`src/rtl/i2cadr_pkg.sv`:
```
package i2cadr_pkg;

  typedef enum logic [1:0] {
    BUS_IDLE = 2'd0,
    BUS_ADDR = 2'd1,
    BUS_DATA = 2'd2
  } busState_e;

  // strobes from the bus control to the address datapath
  typedef struct packed {
    logic shiftEn;    // sample bitVal into the frame shifter
    logic frameDone;  // this shift completes the first frame
    logic bitVal;     // synchronised data level at the sample point
  } ctlStrobe_t;

endpackage

```
`src/rtl/i2cadr_ctrl.sv`:
```
module i2cadr_ctrl
  import i2cadr_pkg::*;
#(
  parameter int SYNC_STAGES = 2,
  parameter int FRAME_BITS  = 8
) (
  input  logic       clk,
  input  logic       rstN,
  input  logic       sclPin,
  input  logic       sdaPin,
  output ctlStrobe_t strobe
);

  localparam int CNT_W = $clog2(FRAME_BITS + 1);
  localparam logic [CNT_W-1:0] LAST_BIT = CNT_W'(FRAME_BITS - 1);

  logic [SYNC_STAGES-1:0] sclSync, sdaSync;
  logic sclNow, sdaNow, sclPrev, sdaPrev;
  logic startDet, stopDet, sclRise;
  busState_e state, stateNxt;
  logic [CNT_W-1:0] bitCnt, bitCntNxt;

  // both bus wires idle high, so the synchronisers reset to 1
  generate
    if (SYNC_STAGES == 1) begin : g_sync1
      always_ff @(posedge clk or negedge rstN) begin
        if (!rstN) begin
          sclSync <= '1;
          sdaSync <= '1;
        end else begin
          sclSync <= sclPin;
          sdaSync <= sdaPin;
        end
      end
    end else begin : g_syncN
      always_ff @(posedge clk or negedge rstN) begin
        if (!rstN) begin
          sclSync <= '1;
          sdaSync <= '1;
        end else begin
          sclSync <= {sclSync[SYNC_STAGES-2:0], sclPin};
          sdaSync <= {sdaSync[SYNC_STAGES-2:0], sdaPin};
        end
      end
    end
  endgenerate

  assign sclNow = sclSync[SYNC_STAGES-1];
  assign sdaNow = sdaSync[SYNC_STAGES-1];

  always_ff @(posedge clk or negedge rstN) begin
    if (!rstN) begin
      sclPrev <= 1'b1;
      sdaPrev <= 1'b1;
    end else begin
      sclPrev <= sclNow;
      sdaPrev <= sdaNow;
    end
  end

  assign startDet = sclNow && sclPrev && sdaPrev && !sdaNow;
  assign stopDet  = sclNow && sclPrev && !sdaPrev && sdaNow;
  assign sclRise  = sclNow && !sclPrev;

  always_comb begin
    stateNxt  = state;
    bitCntNxt = bitCnt;
    if (startDet) begin
      stateNxt  = BUS_ADDR;
      bitCntNxt = '0;
    end else if (stopDet) begin
      stateNxt  = BUS_IDLE;
      bitCntNxt = '0;
    end else if (state == BUS_ADDR && sclRise) begin
      if (bitCnt == LAST_BIT) begin
        stateNxt  = BUS_DATA;
        bitCntNxt = '0;
      end else begin
        bitCntNxt = bitCnt + 1'b1;
      end
    end
  end

  always_ff @(posedge clk or negedge rstN) begin
    if (!rstN) begin
      state  <= BUS_IDLE;
      bitCnt <= '0;
    end else begin
      state  <= stateNxt;
      bitCnt <= bitCntNxt;
    end
  end

  always_comb begin
    strobe.shiftEn   = (state == BUS_ADDR) && sclRise;
    strobe.frameDone = strobe.shiftEn && (bitCnt == LAST_BIT);
    strobe.bitVal    = sdaNow;
  end

endmodule

```
`src/rtl/i2cadr_dp.sv`:
```
module i2cadr_dp
  import i2cadr_pkg::*;
#(
  parameter int ADDR_W = 7
) (
  input  logic              clk,
  input  logic              rstN,
  input  ctlStrobe_t        strobe,
  input  logic              regSel,
  input  logic              wrEn,
  input  logic              rdEn,
  input  logic [ADDR_W:0]   wrData,
  output logic [ADDR_W:0]   rdData,
  output logic [ADDR_W:0]   addrFmt,
  output logic              matchFlag,
  output logic              gcFlag
);

  localparam int FRAME_W   = ADDR_W + 1;
  localparam int NUM_FLAGS = 2;
  localparam int GC_IDX    = 0;
  localparam int MATCH_IDX = 1;

  logic [FRAME_W-2:0]   shiftReg;
  logic [FRAME_W-1:0]   frame;
  logic                 addrHit, gcHit, i2cMode;
  logic                 wrStat, rdStat;
  logic [NUM_FLAGS-1:0] setVec, flagVec, armVec;

  // address/format register
  always_ff @(posedge clk or negedge rstN) begin
    if (!rstN) addrFmt <= '0;
    else if (wrEn && !regSel) addrFmt <= wrData;
  end

  // first-frame shifter, most significant bit first
  always_ff @(posedge clk or negedge rstN) begin
    if (!rstN) shiftReg <= '0;
    else if (strobe.shiftEn) shiftReg <= {shiftReg[FRAME_W-3:0], strobe.bitVal};
  end

  assign frame   = {shiftReg, strobe.bitVal};
  assign i2cMode = !addrFmt[0];
  assign addrHit = frame[FRAME_W-1:1] == addrFmt[FRAME_W-1:1];
  assign gcHit   = frame == '0;

  assign setVec[MATCH_IDX] = strobe.frameDone && i2cMode && (addrHit || gcHit);
  assign setVec[GC_IDX]    = strobe.frameDone && i2cMode && gcHit;

  assign wrStat = wrEn && regSel;
  assign rdStat = rdEn && regSel;

  // each flag: set by hardware, cleared by zero-write once armed by a read of 1
  generate
    for (genvar k = 0; k < NUM_FLAGS; k++) begin : g_flag
      logic clrOk;
      assign clrOk = wrStat && !wrData[k] && armVec[k];
      always_ff @(posedge clk or negedge rstN) begin
        if (!rstN) begin
          flagVec[k] <= 1'b0;
          armVec[k]  <= 1'b0;
        end else if (setVec[k]) begin
          flagVec[k] <= 1'b1;
        end else if (clrOk) begin
          flagVec[k] <= 1'b0;
          armVec[k]  <= 1'b0;
        end else if (rdStat && flagVec[k]) begin
          armVec[k]  <= 1'b1;
        end
      end
    end
  endgenerate

  assign matchFlag = flagVec[MATCH_IDX];
  assign gcFlag    = flagVec[GC_IDX];

  always_comb begin
    rdData = '0;
    if (regSel) rdData[NUM_FLAGS-1:0] = flagVec;
    else        rdData = addrFmt;
  end

endmodule

```
`src/rtl/i2cadr_top.sv`:
```
module i2cadr_top
  import i2cadr_pkg::*;
#(
  parameter int ADDR_W      = 7,
  parameter int SYNC_STAGES = 2
) (
  input  logic            clk,
  input  logic            rstN,
  input  logic            scl,
  input  logic            sda,
  input  logic            regSel,
  input  logic            wrEn,
  input  logic            rdEn,
  input  logic [ADDR_W:0] wrData,
  output logic [ADDR_W:0] rdData
);

  ctlStrobe_t      strobe;
  logic [ADDR_W:0] addrFmt;
  logic            matchFlag;
  logic            gcFlag;

  i2cadr_ctrl #(
    .SYNC_STAGES(SYNC_STAGES),
    .FRAME_BITS (ADDR_W + 1)
  ) u_ctrl (
    .clk   (clk),
    .rstN  (rstN),
    .sclPin(scl),
    .sdaPin(sda),
    .strobe(strobe)
  );

  i2cadr_dp #(
    .ADDR_W(ADDR_W)
  ) u_dp (
    .clk      (clk),
    .rstN     (rstN),
    .strobe   (strobe),
    .regSel   (regSel),
    .wrEn     (wrEn),
    .rdEn     (rdEn),
    .wrData   (wrData),
    .rdData   (rdData),
    .addrFmt  (addrFmt),
    .matchFlag(matchFlag),
    .gcFlag   (gcFlag)
  );

endmodule

```
`config.mk`:
```
export PLATFORM = sky130hd
export DESIGN_NAME = i2cadr_top
export DESIGN_NICKNAME = d
export VERILOG_FILES = /design/src/rtl/i2cadr_pkg.sv /design/src/rtl/i2cadr_ctrl.sv /design/src/rtl/i2cadr_dp.sv /design/src/rtl/i2cadr_top.sv
export SDC_FILE = /design/constraint.sdc
export NUM_CORES = 1
export LEC_CHECK = 0
export BUFFER_PORTS_ARGS = -buffer_cell sky130_fd_sc_hd__buf_4
export CORE_MARGIN = 4
export CORE_UTILIZATION = 52
export CTS_BUF_LIST = sky130_fd_sc_hd__clkbuf_8
export DETAILED_ROUTE_END_ITERATION = 10
export PLACE_DENSITY = 0.78
export RECOVER_POWER = 50
export SKIP_CTS_REPAIR_TIMING = 1
export SYNTH_ARGS = -nofsm -noshare
export SYNTH_HDL_FRONTEND = slang
export SYNTH_SLANG_ARGS = --single-unit
```
`constraint.sdc`:
```
create_clock -name clk -period 1.5 [get_ports clk]
set_input_delay 0.225 -clock clk [delete_from_list [all_inputs] [get_ports clk]]
set_output_delay 0.225 -clock clk [all_outputs]
set_load 0.02 [all_outputs]
```
Yosys cells after proc, flatten, opt, wreduce, memory -nomap -nowiden
Index checks and enable logic that the tools add are counted.
- flip-flop bits (word level): 31
- word-level logic and storage cells: 74
- output and inout bits: 8
- input bits: 15
- muxes and demuxes: 18
- bitwise operators: 2
- equality and inequality tests: 3
- reductions and logical operators: 38
- $add $sub $neg: 1
- operators with widths (operator ; count):
    $logic_and 1x1->1 ; 20
    $mux 4 ; 4
    $mux 2 ; 5
    $logic_not 8->1 ; 1
    $mux 1 ; 8
    $reduce_bool 2->1 ; 4
    $eq 7x7->1 ; 1
    $logic_not 1->1 ; 7
    $mux 6 ; 1
    $reduce_and 2->1 ; 3
    $reduce_bool 3->1 ; 2
    $add 4x1->4 const B ; 1
    $eq 4x3->1 const B ; 1
    $eq 2x1->1 const B ; 1
    $not 1->1 ; 2
    $logic_or 1x1->1 ; 1

Logic depth before layout (Yosys ltp)
- word-level depth: 8
- gate-level depth with buffers: 5
- depth with buffers taken out: 5

Hierarchy
From an unflattened synthesis, not the netlist that was laid out.
- cells, all modules: 113
- area total of the unflattened synthesis: 1440.1 um^2
- by module, submodules not included (module ; area each (um^2) ; cells an instance ; instances ; seq. area each (um^2)):
    i2cadr_dp ; 930.9 ; 73 ; 1 ; 475.5
    i2cadr_ctrl ; 509.2 ; 40 ; 1 ; 307.8

Worst setup path before layout
OpenSTA, ideal clock, no wires.
- path kind: register -> register
- from: register u_ctrl.bitCnt[0]
- to: register u_dp.armVec[1]
- path buffers: 0
- period minus slack after synthesis: 1443 ps
- stages on the path, launching flop included: 6
- arrival time: 1377 ps
- library setup time: 66 ps
- required time: 1434 ps
- setup slack: 57 ps
- cells stage by stage: dfrtp_1 ha_1 and3b_1 and3_2 a211oi_1 o311a_1
- longest elaborated chain between the ends: 6
- RTL lines (element ; line ; text):
    start: declaration ; i2cadr_ctrl.sv:21 ; logic [CNT_W-1:0] bitCnt, bitCntNxt;
    start signal: assignment ; i2cadr_ctrl.sv:90 ; bitCnt <= bitCntNxt;
    $eq 4x3->1 ; i2cadr_ctrl.sv:96 ; strobe.frameDone = strobe.shiftEn && (bitCnt == LAST_BIT);
    $logic_and 1x1->1 ; i2cadr_ctrl.sv:96 ;
    $logic_and 1x1->1 (2 in a row) ; i2cadr_dp.sv:47 ; assign setVec[MATCH_IDX] = strobe.frameDone && i2cMode && (addrHit || gcHit);
    $not 1->1 (no line) ; n/a ;
    $reduce_and 2->1 (no line) ; n/a ;
    end signal: indexed assignment ; i2cadr_dp.sv:61 ; armVec[k] <= 1'b0;
    end signal: indexed assignment ; i2cadr_dp.sv:66 ; armVec[k] <= 1'b0;
    end signal: indexed assignment ; i2cadr_dp.sv:68 ; armVec[k] <= 1'b1;
    end: declaration ; i2cadr_dp.sv:28 ; logic [NUM_FLAGS-1:0] setVec, flagVec, armVec;
Every way passes these cells.
A chain may end at the register's enable or synchronous reset.

Worst setup path in the final report
- from: register u_dp.shiftReg[0]
- to: register u_dp.armVec[0]
- longest elaborated chain between the ends: 4
- RTL lines (element ; line ; text):
    start: declaration ; i2cadr_dp.sv:24 ; logic [FRAME_W-2:0] shiftReg;
    start signal: assignment ; i2cadr_dp.sv:39 ; else if (strobe.shiftEn) shiftReg <= {shiftReg[FRAME_W-3:0], strobe.bitVal};
    $logic_not 8->1 ; i2cadr_dp.sv:45 ; assign gcHit = frame == '0;
    $logic_and 1x1->1 ; i2cadr_dp.sv:48 ; assign setVec[GC_IDX] = strobe.frameDone && i2cMode && gcHit;
    $not 1->1 (no line) ; n/a ;
    $reduce_and 2->1 (no line) ; n/a ;
Every way passes these cells.

==> metrics <==
status finished, violations left; post-detailed-route DRC marker count 0; Routed Antenna Nets 0; Post-Syn Area per Cell 10.92 sq um; Synth-to-Final Area Change 29.11%; Worst R2R Start u_dp.shiftReg[0]; vias 1,122; count of unique library cells instantiated by Yosys 36; TritonCTS clock tree yes; CP Launch Type flip-flop; VDD IR max 1.026 mV; # diodes 0; Placed Cells incl. Taps 191; count of flip-flops with a built-in enable after synthesis 0; first-pass GRT wire length 4636 um; # nets final 188; CTS root buffer sky130_fd_sc_hd__clkbuf_8; timing startpoint of the critical path u_dp.shiftReg[0]; final-layout fill cell count 207; shortest clock period the worst path allows after layout 1.534 ns; die area 3703 sq um; maximum root-to-sink buffer count 2; die width 60.86 um; leakage dissipation 0.8828 nW; signal arrival time at the worst endpoint 1.71 ns; Final setup viols 1; worst hold endpoint u_ctrl.sdaSync[0]; kind of critical path reg -> reg; setup slack on the worst flop-to-flop path -0.03 ns; peak per-stage delay on the critical path 0.57 ns; initial core utilization 0.5658; Synth Register Bits 31; DR vias/cell 5.527; max-slew violations 0; proportion of layout cells with a drive suffix above 1 0.3873; I/O Buffers 22; post-route clock period utilization 1.023; overall global routing resource usage 0.1721; required time worst endpoint 1.67 ns; Post-Place Worst Slack -0.01318 ns; setup tns final -0.03406 ns; clock slew at the register clock pins of the worst setup and hold paths 0.06 ns; most instantiated flip-flop cell in the synthesis netlist sky130_fd_sc_hd__dfrtp_1; final RePlAce weighted congestion 0.7779; latest clock arrival within the worst-skew pair 0.28 ns; depth of the worst register-to-register path 4; GRT Residual Overflow 0; r2r endpoint u_dp.armVec[0]; Die Y-Extent 60.86 um; routed length per placed instance 14.62 um; Worst Skew 0.001650 ns; number of CTS-inserted buffers 5; number of buffers and inverters on the critical path 0; peak fanout along the critical path 5; launch instance of the worst min-delay path sda; Post-DP HPWL 2188 um; gate count of the mapped netlist 133; reported max-cap violation count 0; cells along the critical path or4_4, nor2_4, a21oi_1, o21ba_1; ys async rst share 1.000; count of synthesis-stage warnings from yosys 0; Synthesized Nets 149; commonest non-fill, non-tap cell in the layout sky130_fd_sc_hd__buf_4; path class of the lowest-slack min-delay path in -> reg; number of sinks on the clock net 31; I/O pin total 23; kind of cell adding the most delay to the critical path simple AND/OR/NAND/NOR gates; standard-cell row count 18; maximum achievable frequency 0.6519 GHz; Detailed Route Iter0 Violations 30; count of endpoints failing hold in the final timing report 0; unrepaired setup endpoints after global routing true; kind of end point of the critical path flip-flop; Power Dens Cells 1354 nW/um^2; via count of the first global-routing pass 1,106; Max-slew headroom 0.5086; sequential element share of the synthesized area 0.5392; highest-delay cell along the critical path sky130_fd_sc_hd__or4_4; placeable core region 2567 sq um; largest net degree at the start of global routing 32; most frequent cells in the layout 31 x sky130_fd_sc_hd__buf_4, 29 x sky130_fd_sc_hd__nand2_1, 25 x sky130_fd_sc_hd__dfrtp_1; instance count along the most critical hold path 1; Setup WS post-layout -0.03406 ns; Clock H-tree levels 2; TritonRoute pass-1 iters 4; initial antenna violation count 0; transition time at the pin with the least slew margin 0.7371 ns; Routed Wire Length 2968 um; number of standard cells in the layout, taps in and fillers out 203; total standard cell area after synthesis 1453 sq um; violations in the final reports setup timing; fraction of the core area covered by cells at the end of the flow 0.7305
-- worst max path at each step --
stage	endpoint	depth (start not counted)
finish	u_dp.armVec[0]	4
global route	u_dp.armVec[0]	4
CTS	u_ctrl.bitCnt[2]	5
detailed placement	u_ctrl.bitCnt[2]	5
global placement	u_dp.armVec[1]	5
floorplan	u_dp.armVec[1]	5
-- kinds of logic (layout without fill, tap and decap cells) --
logic type | Yosys count | in the layout | synth area share
and+or+nand+nor | 56 | 56 | 0.2084
adders and majority gates | 1 | 1 | 0.008612
muxes | 10 | 10 | 0.07752
DFF | 31 | 31 | 0.5392
buffers and inverters | 5 | 45 | 0.01377
AOI/OAI and AO/OA | 21 | 21 | 0.09819
xor gates and xnor gates | 9 | 9 | 0.05427
-- per-layer routing --
layer / up-vias / wire length [um] / track usage / share of wire
met5: - / 0 / 0 / 0
li1: 543 / - / - / -
met1: 553 / 1287 / 0.1997 / 0.43
met3: 8 / 103 / 0.04681 / 0.035
met2: 18 / 1509 / 0.2916 / 0.51
met4: 0 / 68 / 0.08669 / 0.023
-- sequential cells by signal, summed over array words and instances, names as in the netlist --
name            cells
u_ctrl.bitCnt       4
u_ctrl.sclPrev      1
u_ctrl.sclSync      2
u_ctrl.sdaPrev      1
u_ctrl.sdaSync      2
u_ctrl.state        2
u_dp.addrFmt        8
u_dp.armVec         2
u_dp.gcFlag         1
u_dp.matchFlag      1
u_dp.shiftReg       7
-- through the flow --
step                instance area, sq um  hold WS (ns)  total power, mW
finish                              1876       0.05013            2.539
global route                        1876       0.04384            2.663
CTS                                 1814       -0.1277            2.489
detailed placement                  1714        0.1734            1.781
global placement                    1714        0.1691            1.743
floorplan                           1453      -0.07059            1.536
-- report_power, final --
group / internal, mW / total, mW / switching (mW)
sequential: 0.998 / 1.16 / 0.159
clock: 0.411 / 0.708 / 0.297
combinational: 0.349 / 0.674 / 0.325
-- final cells by class --
type                       instances  area, sq um  area share
tap                               30        37.54     0.02001
multi-input combinational         97        676.9      0.3609
clock inverter                     1        3.754    0.002001
inverter                           1        3.754    0.002001
clock buffer                       7        96.34     0.05137
timing repair buffer              36        274.0      0.1461
sequential                        31        783.3      0.4176
-- cell usage after synthesis, types with 3 or more instances --
cell | instances | area, sq um
sky130_fd_sc_hd__xor2_1 | 8 | 70.07
sky130_fd_sc_hd__dfstp_2 | 6 | 157.7
sky130_fd_sc_hd__nor2b_1 | 7 | 43.79
sky130_fd_sc_hd__nor3_1 | 3 | 15.01
sky130_fd_sc_hd__o21ai_0 | 4 | 20.02
sky130_fd_sc_hd__a31oi_1 | 4 | 25.02
sky130_fd_sc_hd__nand2_1 | 29 | 108.9
sky130_fd_sc_hd__a21oi_1 | 3 | 15.01
sky130_fd_sc_hd__nand3_1 | 5 | 25.02
sky130_fd_sc_hd__mux2_2 | 10 | 112.6
sky130_fd_sc_hd__dfrtp_1 | 25 | 625.6
Power figures use the tool's default switching activity.
